**src/rtl/cnv_seq_pkg.sv**
```systemverilog
package cnv_seq_pkg;

  typedef enum logic [1:0] {
    PL_FULL   = 2'b00,
    PL_SLEEP  = 2'b01,
    PL_DOWN   = 2'b10,
    PL_SETTLE = 2'b11
  } pwr_lvl_e;

  typedef enum logic [1:0] {
    ST_IDLE = 2'b00,
    ST_ACQ  = 2'b01,
    ST_CONV = 2'b10
  } seq_st_e;

  // Nanoseconds to clock cycles, rounded up, never below one.
  function automatic int ns_to_cyc(input int ns, input int mhz);
    int c;
    c = (ns * mhz + 999) / 1000;
    return (c < 1) ? 1 : c;
  endfunction

  function automatic int max_of3(input int a, input int b, input int c);
    int m;
    m = (a > b) ? a : b;
    return (m > c) ? m : c;
  endfunction

  // The upper mode bit selects sleep, whatever the lower bit holds.
  function automatic pwr_lvl_e mode_to_lvl(input logic [1:0] m);
    if (m[1]) return PL_SLEEP;
    if (m[0]) return PL_FULL;
    return PL_DOWN;
  endfunction

  function automatic int acq_need(input pwr_lvl_e lvl, input int full_c,
                                  input int sleep_c, input int down_c);
    case (lvl)
      PL_SLEEP: return sleep_c;
      PL_DOWN:  return down_c;
      default:  return full_c;
    endcase
  endfunction

  // A counter value n, seen on the edge that ends a window, means
  // the window lasted n+1 cycles.
  function automatic logic window_short(input int cnt, input int need);
    return (cnt + 1) < need;
  endfunction

endpackage

```
**src/rtl/cnv_edge_det.sv**
```systemverilog
module cnv_edge_det #(
  parameter int SYNC_STAGES = 2
) (
  input  logic clk,
  input  logic rst_n,
  input  logic din,
  output logic rise,
  output logic fall
);

  logic s_w;
  logic prev_q;

  generate
    if (SYNC_STAGES > 0) begin : g_sync
      logic [SYNC_STAGES-1:0] chain_q;
      always_ff @(posedge clk or negedge rst_n) begin
        if (!rst_n) begin
          chain_q <= '0;
        end else begin
          chain_q[0] <= din;
          for (int i = 1; i < SYNC_STAGES; i++) chain_q[i] <= chain_q[i-1];
        end
      end
      assign s_w = chain_q[SYNC_STAGES-1];
    end else begin : g_direct
      assign s_w = din;
    end
  endgenerate

  always_ff @(posedge clk or negedge rst_n) begin
    if (!rst_n) prev_q <= 1'b0;
    else        prev_q <= s_w;
  end

  assign rise = s_w & ~prev_q;
  assign fall = ~s_w & prev_q;

endmodule

```
**src/rtl/seq_timer.sv**
```systemverilog
module seq_timer #(
  parameter int W = 8
) (
  input  logic         clk,
  input  logic         rst_n,
  input  logic         clr,
  input  logic         en,
  output logic [W-1:0] cnt
);

  localparam logic [W-1:0] TOP = {W{1'b1}};

  always_ff @(posedge clk or negedge rst_n) begin
    if (!rst_n)                  cnt <= '0;
    else if (clr)                cnt <= '0;
    else if (en && cnt != TOP)   cnt <= cnt + 1'b1;
  end

endmodule

```
**src/rtl/cnv_pwr_ctrl.sv**
```systemverilog
module cnv_pwr_ctrl
  import cnv_seq_pkg::*;
#(
  parameter int FULL_C  = 40,
  parameter int SLEEP_C = 170,
  parameter int DOWN_C  = 15000,
  parameter int W       = 14
) (
  input  logic         clk,
  input  logic         rst_n,
  input  logic         wake,
  input  logic         conv_end,
  input  logic [1:0]   pm_mode,
  output pwr_lvl_e     idle_lvl,
  output logic [W-1:0] need
);

  pwr_lvl_e       idle_lvl_q;
  logic [W-1:0]   need_q;

  always_ff @(posedge clk or negedge rst_n) begin
    if (!rst_n) begin
      idle_lvl_q <= PL_FULL;
      need_q     <= W'(FULL_C);
    end else begin
      if (conv_end) idle_lvl_q <= mode_to_lvl(pm_mode);
      if (wake)     need_q     <= W'(acq_need(idle_lvl_q, FULL_C, SLEEP_C, DOWN_C));
    end
  end

  assign idle_lvl = idle_lvl_q;
  assign need     = need_q;

endmodule

```
**src/rtl/cnv_seq_pm.sv**
```systemverilog
module cnv_seq_pm
  import cnv_seq_pkg::*;
#(
  parameter int CLK_MHZ      = 100,
  parameter int CONV_NS      = 3600,
  parameter int ACQ_FULL_NS  = 400,
  parameter int ACQ_SLEEP_NS = 1700,
  parameter int ACQ_PD_NS    = 150000,
  parameter int PULSE_MIN_NS = 100,
  parameter int SYNC_STAGES  = 2
) (
  input  logic       clk,
  input  logic       rst_n,
  input  logic       cnv_i,
  input  logic [1:0] pm_mode_i,
  output logic [1:0] pwr_state_o,
  output logic       sample_on_o,
  output logic       busy_o,
  output logic       done_o,
  output logic       acq_fault_o
);

  localparam int CONV_CYC = ns_to_cyc(CONV_NS, CLK_MHZ);
  localparam int FULL_C   = ns_to_cyc(ACQ_FULL_NS, CLK_MHZ);
  localparam int SLEEP_C  = ns_to_cyc(ACQ_SLEEP_NS, CLK_MHZ);
  localparam int DOWN_C   = ns_to_cyc(ACQ_PD_NS, CLK_MHZ);
  localparam int PULSE_C  = ns_to_cyc(PULSE_MIN_NS, CLK_MHZ);
  localparam int MAX_C    = max_of3(max_of3(CONV_CYC, FULL_C, SLEEP_C), DOWN_C, PULSE_C);
  localparam int CW       = $clog2(MAX_C + 2);

  // Named events, visible to the checker.
  logic          evt_rise_w, evt_fall_w;
  logic          wake_w, start_w, conv_end_w;
  logic          acq_short_w, pulse_short_w;
  logic [CW-1:0] acq_cnt_w, conv_cnt_w, hi_cnt_w, need_w;
  pwr_lvl_e      idle_lvl_w, pwr_lvl_w;
  int            conv_len_w;

  seq_st_e st_q;
  logic    done_q, fault_q, pulse_open_q;

  cnv_edge_det #(.SYNC_STAGES(SYNC_STAGES)) u_edge (
    .clk  (clk),
    .rst_n(rst_n),
    .din  (cnv_i),
    .rise (evt_rise_w),
    .fall (evt_fall_w)
  );

  assign wake_w     = (st_q == ST_IDLE) && evt_fall_w;
  assign start_w    = (st_q == ST_ACQ)  && evt_rise_w;
  assign conv_end_w = (st_q == ST_CONV) && (conv_cnt_w == CW'(CONV_CYC - 1));

  seq_timer #(.W(CW)) u_acq_tmr (
    .clk(clk), .rst_n(rst_n), .clr(wake_w), .en(st_q == ST_ACQ), .cnt(acq_cnt_w)
  );

  seq_timer #(.W(CW)) u_conv_tmr (
    .clk(clk), .rst_n(rst_n), .clr(start_w), .en(st_q == ST_CONV), .cnt(conv_cnt_w)
  );

  seq_timer #(.W(CW)) u_hi_tmr (
    .clk(clk), .rst_n(rst_n), .clr(start_w),
    .en((st_q == ST_CONV) && pulse_open_q), .cnt(hi_cnt_w)
  );

  cnv_pwr_ctrl #(
    .FULL_C(FULL_C), .SLEEP_C(SLEEP_C), .DOWN_C(DOWN_C), .W(CW)
  ) u_pwr (
    .clk     (clk),
    .rst_n   (rst_n),
    .wake    (wake_w),
    .conv_end(conv_end_w),
    .pm_mode (pm_mode_i),
    .idle_lvl(idle_lvl_w),
    .need    (need_w)
  );

  assign acq_short_w   = start_w && window_short(int'(acq_cnt_w), int'(need_w));
  assign pulse_short_w = (st_q == ST_CONV) && pulse_open_q && evt_fall_w &&
                         window_short(int'(hi_cnt_w), PULSE_C);

  always_ff @(posedge clk or negedge rst_n) begin
    if (!rst_n) begin
      st_q <= ST_IDLE;
    end else begin
      case (st_q)
        ST_IDLE: if (wake_w)     st_q <= ST_ACQ;
        ST_ACQ:  if (start_w)    st_q <= ST_CONV;
        ST_CONV: if (conv_end_w) st_q <= ST_IDLE;
        default:                 st_q <= ST_IDLE;
      endcase
    end
  end

  always_ff @(posedge clk or negedge rst_n) begin
    if (!rst_n) begin
      done_q       <= 1'b0;
      fault_q      <= 1'b0;
      pulse_open_q <= 1'b0;
    end else begin
      done_q  <= conv_end_w;
      fault_q <= fault_q | acq_short_w | pulse_short_w;
      if (start_w)                       pulse_open_q <= 1'b1;
      else if (evt_fall_w || conv_end_w) pulse_open_q <= 1'b0;
    end
  end

  always_comb begin
    case (st_q)
      ST_ACQ:  pwr_lvl_w = window_short(int'(acq_cnt_w), int'(need_w)) ? PL_SETTLE : PL_FULL;
      ST_CONV: pwr_lvl_w = PL_FULL;
      default: pwr_lvl_w = idle_lvl_w;
    endcase
  end

  assign conv_len_w  = CONV_CYC;
  assign pwr_state_o = pwr_lvl_w;
  assign sample_on_o = (st_q == ST_ACQ);
  assign busy_o      = (st_q == ST_CONV);
  assign done_o      = done_q;
  assign acq_fault_o = fault_q;

endmodule

```
**config.mk**
```make
export PLATFORM = sky130hd
export DESIGN_NAME = cnv_seq_pm
export DESIGN_NICKNAME = d
export VERILOG_FILES = /design/src/rtl/cnv_seq_pkg.sv /design/src/rtl/cnv_edge_det.sv /design/src/rtl/seq_timer.sv /design/src/rtl/cnv_pwr_ctrl.sv /design/src/rtl/cnv_seq_pm.sv
export SDC_FILE = /design/constraint.sdc
export NUM_CORES = 1
export LEC_CHECK = 0
export CAP_MARGIN = 15
export CELL_PAD_IN_SITES_DETAIL_PLACEMENT = 1
export CELL_PAD_IN_SITES_GLOBAL_PLACEMENT = 1
export CORE_MARGIN = 2
export CORE_UTILIZATION = 31
export CTS_CLUSTER_DIAMETER = 30
export CTS_CLUSTER_SIZE = 30
export DETAILED_ROUTE_END_ITERATION = 10
export DONT_BUFFER_PORTS = 1
export PLACE_DENSITY_LB_ADDON = 0.1
export SLEW_MARGIN = 10
export SYNTH_ARGS = -nofsm -noshare
export SYNTH_HDL_FRONTEND = slang
export SYNTH_SLANG_ARGS = --single-unit
```
**constraint.sdc**
```tcl
create_clock -name clk -period 3.3 [get_ports clk]
set_input_delay 0.66 -clock clk [delete_from_list [all_inputs] [get_ports clk]]
set_output_delay 0.66 -clock clk [all_outputs]
set_load 0.02 [all_outputs]
```
==> flow_metrics.py, run 1 <==
metrics = {
    "run_status": {
        "status": "complete, no violations",
    },
    "synthesis": {
        "synth-seq-area-share": 0.414,
        "synthFlopType": "dfrtp_1",
        "ys_ff_latch": 56,
        "synth.largest_area_cell": "dfrtp_1",
        "ys_warn_count": 0,
        "synth_top_area_frac": 0.407,
        "yosysMostFrequentCell": "dfrtp_1",
        "synth_commonest_cells": "55 x dfrtp_1, 47 x nor2_1, 34 x nand2_1",
        "syn_inst": 367,
        "synth.area.top_cells": "dfrtp_1 41%, xor2_1 6.5%, ha_1 5.9%",
        "syn_nets": 388,
        "synth_cell_type_count": 54,
        "ys_async_sr_fraction": 1.00,
        "synth_area_sq_um": 3390,
        "synth.avg_cell_area_sq_um": 9.23,
        "synth_edf_count": 0,
    },
    "die": {
        "die_x_um": 109,
        "rows": 38,
        "die_h_um": 109,
        "io_pins": 11,
        "core_sq_um": 10700,
        "initial_core_util": 0.315,
        "fp.dieArea_sq_um": 11800,
    },
    "clocking": {
        "cts_root_buffer": "clkbuf_8",
        "clk_path_buf_depth": 2,
        "cts_sinks": 56,
        "tritoncts": "done",
        "clk_latency_ps": 320,
        "numCtsBuffers": 5,
        "cts.clk_slew.worst_paths_ps": 110,
        "htreeDepth": 2,
    },
    "finish": {
        "fill_cells": 1280,
        "syn_to_final_growth_pct": 10.5,
        "fin_cells": 521,
        "fin_util": 0.348,
        "diodes": 0,
        "drive_gt1_frac": 0.123,
        "final_net_count": 401,
    },
    "timing": {
        "worst_slew_pin_slew_ps": 646,
        "finalCritPeriodShare": 0.992,
        "max_freq_mhz": 305,
        "finClkSkew_ps": 15.3,
        "rsz0062_at_grt": "true",
        "finalHoldViolations": 0,
        "setup_viol": 0,
        "worst_slack_ps": 24.9,
        "drv_slew": 0,
        "max_slew_margin": 0.568,
        "fin_crit_ps": 3280,
    },
    "routing": {
        "wl_per_cell_um": 16.0,
        "ant_nets": 0,
        "firstDrtPassIters": 5,
        "drc_errors": 0,
        "vias": 2635,
        "drt_iter0_markers": 124,
        "vias_per_cell": 5.06,
        "drt-total-wl_mm": 8.35,
    },
    "placed_design": {
        "pre_cts_ws_ps": 185,
        "hpwl_mm": 5.65,
        "gp_congestion": 0.757,
        "io_buffers": 0,
        "dp_cells": 501,
    },
    "critical_path": {
        "endpoint_kind": "output port",
        "start_kind": "flop",
        "critical_path_arrival_ps": 2620,
        "path_max_fanout": 8,
        "worstSetupPathType": "flop to output port",
        "critPathRequiredTime_ps": 2640,
    },
    "global_route": {
        "grt_max_degree": 57,
        "gr-usage-all-layers": 0.151,
        "overflow": 0,
        "grt_pass1_wl_mm": 14.1,
        "grt_pass1_vias": 2781,
        "antenna_found_initial": 0,
    },
    "power": {
        "ir_drop_mv": 0.304,
        "power_leakage_nw": 1.64,
        "powerDensity_nw_per_um2": 481,
    },
    "hold_path": {
        "hold_class": "primary input to asynchronous set/reset pin",
    },
    "job": {
        "max-cap-violations": 0,
    },
}
## repair_timing
| item | in CTS | in global routing |
|---|---|---|
| endpoints found under the setup margin | 2 | 2 |
| buffers inserted | 4 | 6 |
| hold buffers | 0 | 2 |
| resized for setup | 4 | 7 |
| hold endpoints to repair | 0 | 21 |
| pin swaps | 1 | 6 |
## per-layer routing
layer,vias to the layer above,wire length [um],track usage
li1,1307,-,-
met1,1308,4450,0.215
met2,18,3710,0.242
met3,2,155,0.0259
met4,0,38,0.0293
met5,-,0,0
## worst paths after layout
kind	slack, ps	depth (start not counted)	end	startpoint
max reg2reg	900	10	acq_fault_o	u_acq_tmr.cnt[4]
max	20	10	pwr_state_o[0]	u_acq_tmr.cnt[4]
min	30	0	u_pwr.idle_lvl[0]	rst_n
min in group clk	360	0	u_edge.g_sync.chain_q[1]	u_edge.g_sync.chain_q[0]
min reg2reg	360	0	u_edge.g_sync.chain_q[1]	u_edge.g_sync.chain_q[0]
max in group asynchronous	2090	1	st_q[0]	rst_n
## flip-flops by register name, indices dropped and copies added, names as in the netlist
register / cells
u_conv_tmr.cnt: 14
acq_fault_o: 1
u_edge.prev_q: 1
st_q: 2
u_edge.g_sync.chain_q: 2
u_pwr.idle_lvl: 2
u_acq_tmr.cnt: 14
pulse_open_q: 1
done_o: 1
u_hi_tmr.cnt: 14
u_pwr.need: 4
## critical path, stage by stage, from the launching register on
cell      delay, ps
dfrtp_1         370
and4_4          290
and3_4          220
nand2_4          60
xnor2_2         120
ha_2            170
or3_1           350
a311oi_2        320
a21oi_2         120
o22ai_1         120
buf_4           160
## placed cells by master, fill, tap and decap left out, drive strengths merged, types with 8 or more instances in the layout
cell	n
a21oi	8
nand4	15
xor2	25
xnor2	14
o21ai	19
inv	16
nor2	47
or3	8
nand3	17
ha	16
dfrtp	55
nor3	8
and3	9
buf	21
nand2	34
## stage by stage
| step | power (mW) | TNS, ps | hold WS, ps | cell area [sq um] |
|---|---|---|---|---|
| final | 1.80 | 0 | 33.3 | 3740 |
| after floorplan | 1.22 | 0 | 331 | 3390 |
| after CTS | 1.82 | 0 | 0.639 | 3640 |
| after global placement | 1.38 | 0 | 336 | 3510 |
| after global routing | 1.94 | -178 | 8.63 | 3740 |
| after detailed placement | 1.38 | 0 | 339 | 3510 |
## power by group
part | internal (mW) | switching (mW) | total [mW]
registers | 0.771 | 0.0964 | 0.867
clock network | 0.153 | 0.246 | 0.400
logic | 0.221 | 0.312 | 0.532
total | 1.14 | 0.654 | 1.80
## area by class of cell
cell class | count | area [sq um] | area share
multi-input cells | 280 | 1830 | 0.490
clock buffers | 5 | 68.8 | 0.0184
clock inverters | 3 | 22.5 | 0.00602
repair buffers | 22 | 180 | 0.0482
inverters | 15 | 56.3 | 0.0151
flip-flops and latches | 56 | 1400 | 0.375
well taps | 140 | 175 | 0.0468
## logic make-up after synthesis
family	after synthesis	synth area share
and+or+nand+nor	167	0.248
muxes	6	0.0177
buffers and inverters	31	0.0547
DFF	56	0.414
AOI/OAI and AO/OA	52	0.105
adders and majority gates	16	0.0591
xor gates and xnor gates	39	0.101
No activity file was read; power rests on OpenSTA's default activity.
==> inputs of run 2 (changes only) <==
REMOVE_ABC_BUFFERS = 1   (was default)
SETUP_SLACK_MARGIN = 0.4   (was default)
clock period = 3.7 ns   (was 3.3 ns; I/O delays follow)
==> run 2 against run 1 <==
  * Hold slack improved by 58 ps
  * First-iteration DRC count fell by 19%
  * Design area rose by 0.47%
  * Cell count fell by 0.77%
  * Clock-buffer cell count did not move
  * Critical path type unchanged
  * Largest cell class unchanged
  * Highest routed layer unchanged
==> flow_metrics.py, run 2 (synthesis gave the netlist of run 1 again) <==
metrics = {
    "clocking": {
        "htreeDepth": 2,
        "cts_sinks": 56,
        "clk_path_buf_depth": 2,
        "cts.clk_slew.worst_paths_ps": 120,
        "numCtsBuffers": 5,
        "cts_root_buffer": "clkbuf_8",
        "tritoncts": "done",
        "clk_latency_ps": 330,
    },
    "critical_path": {
        "endpoint_kind": "output port",
        "critical_path_arrival_ps": 2580,
        "worstSetupPathType": "flop to output port",
        "start_kind": "flop",
        "critPathRequiredTime_ps": 2960,
        "path_max_fanout": 3,
    },
    "timing": {
        "max_slew_margin": 0.625,
        "fin_setup_tns_ps": 0,
        "worst_slew_pin_slew_ps": 558,
        "setup_viol": 0,
        "finalHoldViolations": 0,
        "rsz0062_at_grt": "true",
        "finClkSkew_ps": 8.85,
        "fin_crit_ps": 3320,
        "drv_slew": 0,
        "finalCritPeriodShare": 0.897,
        "max_freq_mhz": 301,
    },
    "placed_design": {
        "io_buffers": 0,
        "gp_congestion": 0.745,
        "hpwl_mm": 5.58,
        "dp_cells": 497,
    },
    "routing": {
        "firstDrtPassIters": 4,
        "drc_errors": 0,
        "wl_per_cell_um": 15.8,
        "vias": 2632,
        "ant_nets": 0,
        "drt_iter0_markers": 101,
        "drt-total-wl_mm": 8.18,
        "vias_per_cell": 5.09,
    },
    "finish": {
        "fill_cells": 1262,
        "final_common_cell": "dfrtp_1",
        "top_regs": "u_acq_tmr.cnt (14), u_conv_tmr.cnt (14), u_hi_tmr.cnt (14)",
        "final_net_count": 397,
        "diodes": 0,
        "drive_gt1_frac": 0.133,
        "final_cell_mix": "52 x dfrtp_1, 47 x nor2_1, 33 x nand2_1, 25 x xor2_1, 17 x buf_4",
        "syn_to_final_growth_pct": 11.0,
        "fin_cells": 517,
    },
    "power": {
        "pwr-share-seq": 0.458,
        "swShare": 0.348,
        "powerDensity_nw_per_um2": 451,
        "pwr-share-comb": 0.286,
        "power_leakage_nw": 1.62,
        "p_switching_mw": 0.591,
        "ir_drop_mv": 0.184,
        "internal_power_mw": 1.11,
        "clkPwrFrac": 0.256,
    },
    "global_route": {
        "grt_pass1_vias": 2748,
        "gr-usage-all-layers": 0.151,
        "grt_max_degree": 57,
        "overflow": 0,
        "grt_pass1_wl_mm": 14.0,
        "antenna_found_initial": 0,
    },
    "hold_path": {
        "hold_class": "primary input to asynchronous set/reset pin",
    },
    "die": {
        "die_h_um": 109,
        "rows": 38,
        "fp.dieArea_sq_um": 11800,
        "die_x_um": 109,
        "core_sq_um": 10700,
        "io_pins": 11,
        "initial_core_util": 0.315,
    },
    "job": {
        "max-cap-violations": 0,
    },
    "run_status": {
        "status": "complete, no violations",
    },
}
## run 2: changes by cell type in the layout (fill, tap and decap cells not counted), moves of 2 or more
cell	delta
and3_1	-2
and3_4	+2
dfrtp_1	-2
buf_4	-3
dfrtp_2	+2
## run 2: repair_timing
item | 4_1_cts | 5_1_grt
resized for setup | 9 | 11
pin swaps | 6 | 7
endpoints found under the setup margin | 2 | 2
hold buffers | 0 | 0
gates cloned | 0 | 0
buffers inserted | 11 | 1
## run 2: path summary, 6_finish.rpt
| kind | from | endpoint | slack (ps) | depth (start not counted) |
|---|---|---|---|---|
| worst max register to register | u_acq_tmr.cnt[2] | acq_fault_o | 1380 | 10 |
| worst min register to register | u_edge.g_sync.chain_q[0] | u_edge.g_sync.chain_q[1] | 370 | 0 |
| worst max-delay path | u_acq_tmr.cnt[2] | pwr_state_o[1] | 380 | 10 |
| worst min-delay path | rst_n | u_conv_tmr.cnt[7] | 90 | 0 |
| max in group asynchronous | rst_n | u_pwr.need[5] | 3420 | 0 |
| min in group clk | u_edge.g_sync.chain_q[0] | u_edge.g_sync.chain_q[1] | 370 | 0 |
## run 2: final cells by class
type	count	area, sq um	share of cell area
timing repair buffer	18	139	0.0370
clock buffer	5	68.8	0.0183
sequential	56	1410	0.374
clock inverter	3	46.3	0.0123
multi-input combinational	280	1870	0.497
tap	140	175	0.0466
inverter	15	56.3	0.0150
## run 2: per-stage QoR
step                      hold WS (ps)  total power [mW]  utilization  area, sq um  setup WS [ps]
final                             91.7              1.70        0.350         3760            380
after CTS                         68.2              1.71        0.345         3700            400
after detailed placement           348              1.22        0.324         3480            476
after floorplan                    331              1.07            -         3260            616
after global placement             338              1.22        0.324         3480            528
after global routing              62.6              1.82        0.350         3760            290
## run 2: power groups by stage
stage                     combinational (mW)  sequential [mW]  clock, mW
final                                  0.485            0.776      0.435
after global routing                   0.554            0.792      0.477
after CTS                              0.477            0.775      0.460
after detailed placement               0.437            0.784          0
after global placement                 0.434            0.783          0
after floorplan                        0.313            0.761          0
## run 2: routing by layer
layer | track usage | share of wire
met5 | 0 | 0
met1 | 0.211 | 0.51
met3 | 0.0235 | 0.019
met2 | 0.242 | 0.46
met4 | 0.0412 | 0.011
## run 2: critical path, stage by stage, from the launching register on
cell	delay (ps)
dfrtp_1	390
and4_4	250
and3_4	210
nand2_4	50
xnor2_2	120
ha_2	170
or3_4	360
a311oi_2	280
a21oi_2	120
o22ai_1	130
buf_4	160
